<file path="src/rtl/opp_pkg.sv">
package opp_pkg;

    localparam int unsigned OPP_CNT_W = 16;

    typedef logic [OPP_CNT_W-1:0] opp_count_t;

    typedef enum logic {
        LIM_STARTUP   = 1'b0,
        LIM_REGULATED = 1'b1
    } limit_sel_e;

    typedef struct packed {
        logic       running;
        opp_count_t count;
    } timer_state_t;

    function automatic opp_count_t pick_limit(input limit_sel_e sel,
                                              input opp_count_t startup_lim,
                                              input opp_count_t regulated_lim);
        return (sel == LIM_REGULATED) ? regulated_lim : startup_lim;
    endfunction

endpackage

</file>
<file path="src/rtl/opp_stroke_gate.sv">
module opp_stroke_gate (
    input  logic clk,
    input  logic rst,
    input  logic drv_req_i,
    input  logic ocp_i,
    input  logic prot_i,
    output logic gate_o,
    output logic op_event_o,
    output logic clean_end_o
);
    logic blank_q;
    logic req_q;

    always_ff @(posedge clk) begin
        if (rst) begin
            blank_q <= 1'b0;
            req_q   <= 1'b0;
        end else begin
            req_q   <= drv_req_i;
            blank_q <= drv_req_i & (blank_q | ocp_i);
        end
    end

    assign op_event_o  = drv_req_i & ocp_i;
    assign clean_end_o = req_q & ~drv_req_i & ~blank_q;
    assign gate_o      = drv_req_i & ~ocp_i & ~blank_q & ~prot_i;

endmodule

</file>
<file path="src/rtl/opp_timer.sv">
module opp_timer
    import opp_pkg::*;
#(
    parameter int unsigned LIM_START = 384,
    parameter int unsigned LIM_REG   = 1920
) (
    input  logic clk,
    input  logic rst,
    input  logic tick_i,
    input  logic reg_ok_i,
    input  logic op_event_i,
    input  logic clean_end_i,
    output logic running_o,
    output logic expire_o
);
    localparam opp_count_t START_LIM = opp_count_t'(LIM_START);
    localparam opp_count_t REG_LIM   = opp_count_t'(LIM_REG);

    timer_state_t state_q, state_d;
    limit_sel_e   mode_q;
    opp_count_t   limit;

    assign limit     = pick_limit(mode_q, START_LIM, REG_LIM);
    assign running_o = state_q.running;
    assign expire_o  = state_q.running & tick_i & (state_q.count >= limit - 1'b1);

    always_comb begin
        state_d = state_q;
        if (state_q.running && tick_i && (state_q.count != '1))
            state_d.count = state_q.count + 1'b1;
        if (op_event_i) begin
            state_d.running = 1'b1;
        end else if (clean_end_i) begin
            state_d.running = 1'b0;
            state_d.count   = '0;
        end
    end

    always_ff @(posedge clk) begin
        if (rst) begin
            state_q <= '0;
            mode_q  <= LIM_STARTUP;
        end else begin
            state_q <= state_d;
            if (reg_ok_i)
                mode_q <= LIM_REGULATED;
        end
    end

endmodule

</file>
<file path="src/rtl/opp_prot_latch.sv">
module opp_prot_latch (
    input  logic clk,
    input  logic rst,
    input  logic expire_i,
    input  logic uvlo_i,
    input  logic running_i,
    input  logic op_event_i,
    output logic prot_o
);
    logic prot_q;
    logic uvlo_trip;

    assign uvlo_trip = uvlo_i & (running_i | op_event_i);

    always_ff @(posedge clk) begin
        if (rst)
            prot_q <= 1'b0;
        else
            prot_q <= prot_q | expire_i | uvlo_trip;
    end

    assign prot_o = prot_q;

endmodule

</file>
<file path="src/rtl/opp_timeout_ctrl.sv">
module opp_timeout_ctrl #(
    parameter int unsigned LIM_START = 384,
    parameter int unsigned LIM_REG   = 1920
) (
    input  logic clk,
    input  logic rst,
    input  logic drv_req_i,
    input  logic ocp_i,
    input  logic reg_ok_i,
    input  logic uvlo_i,
    input  logic tick_i,
    output logic gate_o,
    output logic prot_o
);
    logic op_event;
    logic clean_end;
    logic running;
    logic expire;

    opp_stroke_gate u_gate (
        .clk        (clk),
        .rst        (rst),
        .drv_req_i  (drv_req_i),
        .ocp_i      (ocp_i),
        .prot_i     (prot_o),
        .gate_o     (gate_o),
        .op_event_o (op_event),
        .clean_end_o(clean_end)
    );

    opp_timer #(
        .LIM_START(LIM_START),
        .LIM_REG  (LIM_REG)
    ) u_timer (
        .clk        (clk),
        .rst        (rst),
        .tick_i     (tick_i),
        .reg_ok_i   (reg_ok_i),
        .op_event_i (op_event),
        .clean_end_i(clean_end),
        .running_o  (running),
        .expire_o   (expire)
    );

    opp_prot_latch u_prot (
        .clk       (clk),
        .rst       (rst),
        .expire_i  (expire),
        .uvlo_i    (uvlo_i),
        .running_i (running),
        .op_event_i(op_event),
        .prot_o    (prot_o)
    );

endmodule

</file>
<file path="config.mk">
export PLATFORM = sky130hd
export DESIGN_NAME = opp_timeout_ctrl
export DESIGN_NICKNAME = d
export VERILOG_FILES = /design/src/rtl/opp_pkg.sv /design/src/rtl/opp_stroke_gate.sv /design/src/rtl/opp_timer.sv /design/src/rtl/opp_prot_latch.sv /design/src/rtl/opp_timeout_ctrl.sv
export SDC_FILE = /design/constraint.sdc
export NUM_CORES = 1
export LEC_CHECK = 0
export BUFFER_PORTS_ARGS = -buffer_cell sky130_fd_sc_hd__buf_2
export CAP_MARGIN = 25
export CORE_UTILIZATION = 62
export DETAILED_ROUTE_END_ITERATION = 8
export GPL_TIMING_DRIVEN = 0
export PLACE_DENSITY = 0.82
export SLEW_MARGIN = 20
export SYNTH_ARGS = -nofsm -noshare
export SYNTH_HDL_FRONTEND = slang
export SYNTH_HIERARCHICAL = 1
export SYNTH_SLANG_ARGS = --single-unit
</file>
<file path="constraint.sdc">
create_clock -name clk -period 4.9 [get_ports clk]
set_input_delay 0.98 -clock clk [delete_from_list [all_inputs] [get_ports clk]]
set_output_delay 0.98 -clock clk [all_outputs]
set_load 0.03 [all_outputs]
</file>
# Word level (Yosys, flattened, before mapping)
# Index checks and enable logic that the tools add are counted.
# totals
regBits,21
latch_bits,0
mem_bits_rw,0
mem_bits_ro,0
inputBits,7
out_inout_bits,2
mem_count,0
# classes
addsub,2
multipliers,0
n_div,0
order_cmp,1
eq_ne,1
n_shift,0
muxes,5
bitwise_logic,18
n_reduce_logical,3
# ops
op,n
$mux W16,2
$mux W17,1
$add A16 B1 Y16 const B,1
$ge A16 B16 Y1,1
$ne A16 B16 Y1 const B,1
$sub A16 B1 Y16 const B,1
$mux W11,1
$and A1 B1 Y1,10
$not A1 Y1,4
$or A1 B1 Y1,4
$logic_and A1 B1 Y1,2
$reduce_bool A2 Y1,1
$mux W1,1

# Longest topological paths before layout
# depth
word_depth,6
depth_mapped,7

# Hierarchy
# The synthesis kept the hierarchy.
# modules_own_cells
module,instances,cells_per_inst,area_each_um2,seq_area_each_um2
opp_timer,1,119,999.7,360.3
opp_stroke_gate,1,7,83.8,40.0
opp_prot_latch,1,4,33.8,20.0

# Least setup slack after synthesis
# No wires, ideal clock.
# synth_timing
kind,input -> output
startpoint,input port ocp_i
endpoint,output port gate_o
t_arrival_ns,1.592
required_ns,3.920
slack_ns,2.328
stages,1
path_buffers,0
cell_sequence,nor4b_2
# synth_via
elab_chain_len,4
# synth_rtl
element,line_no,rtl
"start, declared",opp_timeout_ctrl.sv:8,"input logic ocp_i,"
$not A1 Y1,opp_stroke_gate.sv:26,assign gate_o = drv_req_i & ~ocp_i & ~blank_q & ~prot_i;
$and A1 B1 Y1 (3 in series),opp_stroke_gate.sv:26,
"end, declared",opp_timeout_ctrl.sv:12,"output logic gate_o,"
# No other way between the ends.

# Worst setup path after layout
# Same ends and word-level chain as after synthesis.

==> run metrics <==
GPL Wtd Cong 0.901; fin area between 1000 and 1500 um2; TritonCTS Buffers 3; Tcrit/Tclk final 51.3%; highest cell delay on the worst timing path about 0.23 ns; post-synth top area share a little under two fifths; CTS H-Tree Depth 1; die height approximately 44 um; final hold vios 0; startpoint types primary input; critical path cell sequence buf_2 > nor4b_2 > buf_2; maximum vdd drop around 0.22 mV; antenna-violating nets left 0; Slowest-stage cell, CP buf_2; Clock Path Buffers 2; Mapped Cells between 100 and 150; Ports 9; vias in the first global route 902; Congestion Overflow GR 0; sequential fraction of the synthesis area roughly 38%; synth warn 6; clock slew at reported path FFs approximately 0.1 ns; hold_buf cts 0; DP HPWL about 1800 um; worst setup path class primary input to output port; Worst Hold Class flip-flop to flip-flop; Post-CTS Setup Bufs 0; Seq cells post-synth 21; Crit. End Element output port; PostCTS Resize Cnt 0; max-cap violations 0; Worst EP required 3.92 ns; TritonCTS clock tree done; Final Critical Period around 2.5 ns; Final #Nets between 150 and 200; vias 1045; Syn Nets 140; clock root cell clkbuf_4; Total GRT Usage around 27%; Netlist Area Pre-Place between 1000 and 1500 um2; Syn-to-layout area delta 8.62%; CTS sink count 21; Buffers on Ports 8; Max Clk Rate 0.398 GHz; setup TNS 0 ns; DRT iter0 DRCs 44; chip width ~44 um; initial antenna violation count 0; DR vias/cell ~6.3; RSZ-0062 raised after global routing no; pwr dens 229 nW/um2; most used cell, CP buf_2; Avg Inst Size Synth between 8 and 9 um2; DRT Pass-1 Iters 4; first-pass GRT wire length slightly below 4000 um; status finished, final reports clean; clock latency on the worst-skew pair ~0.30 ns; worst-case clock skew about 0.0021 ns; setup violators final 0; synth top area cells dfxtp_1 38%, or4_1 4.7%, a21oi_1 4.5%; DRC violations left 0; static leakage about 0.4 nW; Detailed Route WL around 2400 um; antenna cells 0; Post-DP Area 1190 um2; layout cells sized above 1 between 10% and 20%; largest net degree at the start of global routing 12; Worst Path Arrival around 1.5 ns; Filler Cell Count around 120; Max FO, Critical Path 3; relative slew slack about 45%; Rows 14; worst slew pin tran approximately 0.82 ns; Distinct cells, synth 41; Starting Density roughly 70%; die area a little under 2000 um2; WL per Instance between 10 and 15 um; Core Footprint 1590 um2; Slew Limit Fails 0; Yosys top cell by area dfxtp_1
-- synthesized netlist by cell type, drive strengths merged --
cell and number:
nor4b 2, nand2b 2, a211oi 2, inv 7, nor4 3, and2 1
ha 3, mux2i 3, nor3 3, dfxtp 21, buf 2, nand2 11
o311a 1, o22ai 1, a2111o 2, nand3 5, a2111oi 1, o21ai 7
or3 3, nand4 5, a31oi 2, nor3b 2, or4 8, nor2 9
clkbuf 1, o31ai 5, and4 1, a21o 1, a311oi 1, a31o 1
and3 1, or2 1, o21a 1, and2b 1, a21oi 10
-- cell families after synthesis --
| logic type | count (synthesis) | share of synthesized area, % |
|---|---|---|
| multiplexers | 3 | 2.69 |
| AND/OR/NAND/NOR | 58 | 31.6 |
| buffers and inverters | 10 | 4.14 |
| flip-flops | 21 | 37.6 |
| adder cells (fa/ha/maj) | 3 | 3.36 |
| AO/OA/AOI/OAI | 35 | 20.6 |
-- metrics by stage --
step	power, mW	utilization [%]	setup WS (ns)	hold WS (ns)	cells
floorplan	0.193	-	2.33	0.438	130
global placement	0.200	74.5	2.41	0.448	162
detailed placement	0.201	74.5	2.38	0.472	162
CTS	0.281	76.1	2.39	0.489	166
global route	0.293	76.1	2.37	0.522	166
finish	0.278	76.1	2.39	0.490	166
-- cell type report --
| type | instances | area, um2 | share of cell area, % |
|---|---|---|---|
| Multi-Input combinational cell | 99 | 651 | 53.6 |
| Timing Repair Buffer | 8 | 40.0 | 3.30 |
| Tap cell | 24 | 30.0 | 2.47 |
| Buffer | 3 | 20.0 | 1.65 |
| Inverter | 7 | 26.3 | 2.16 |
| Clock buffer | 4 | 26.3 | 2.16 |
| Sequential cell | 21 | 420 | 34.6 |
-- registers in the layout (all words and copies together) (netlist names) --
| name | count |
|---|---|
| u_timer/mode_q | 1 |
| u_timer/running_o | 1 |
| u_timer/state_q | 16 |
| u_gate/blank_q | 1 |
| u_gate/req_q | 1 |
| u_prot/prot_o | 1 |
-- placed cells by master (no fill, tap or decap), types with 2 or more instances in the layout --
master / n
dfxtp_1: 21
nand2_1: 11
a21oi_1: 10
buf_2: 9
nor2_1: 9
inv_1: 7
or4_1: 7
o21ai_0: 6
nand3_1: 5
o31ai_1: 5
nand4_1: 4
clkbuf_4: 3
nor3_1: 3
mux2i_1: 3
or3_1: 3
ha_1: 3
clkbuf_1: 2
nor3b_1: 2
a31oi_1: 2
nor4_1: 2
a2111o_1: 2
a211oi_1: 2
nand2b_1: 2
-- worst paths after layout --
check | start | endpoint | slack, ns | depth (start not counted)
setup / recovery | ocp_i | gate_o | 2.39 | 3
hold / removal | u_timer/state_q[1]$_SDFF_PP0_ | u_timer/state_q[1]$_SDFF_PP0_ | 0.49 | 2
setup reg to reg | u_timer/state_q[0]$_SDFF_PP0_ | u_timer/state_q[14]$_SDFF_PP0_ | 2.87 | 6
hold reg to reg | u_timer/state_q[1]$_SDFF_PP0_ | u_timer/state_q[1]$_SDFF_PP0_ | 0.49 | 2
-- critical path, delay by kind of cell --
family        cells  cell delay, ns
simple gates      1            0.20
buf+inv           2            0.35
-- where the power goes --
part / total [mW] / internal (mW) / switching (mW)
logic: 0.0211 / 0.00815 / 0.0129
clock network: 0.0804 / 0.0317 / 0.0487
registers: 0.176 / 0.174 / 0.00267
total: 0.278 / 0.214 / 0.0643
-- routing by layer --
metal	global-route usage, %	vias up	wire [um]
li1	-	529	-
met1	33.2	480	1050
met2	45.0	30	1190
met3	5.31	6	94
met4	13.3	0	29
met5	0	-	0
No activity file was read; power rests on OpenSTA's default activity.
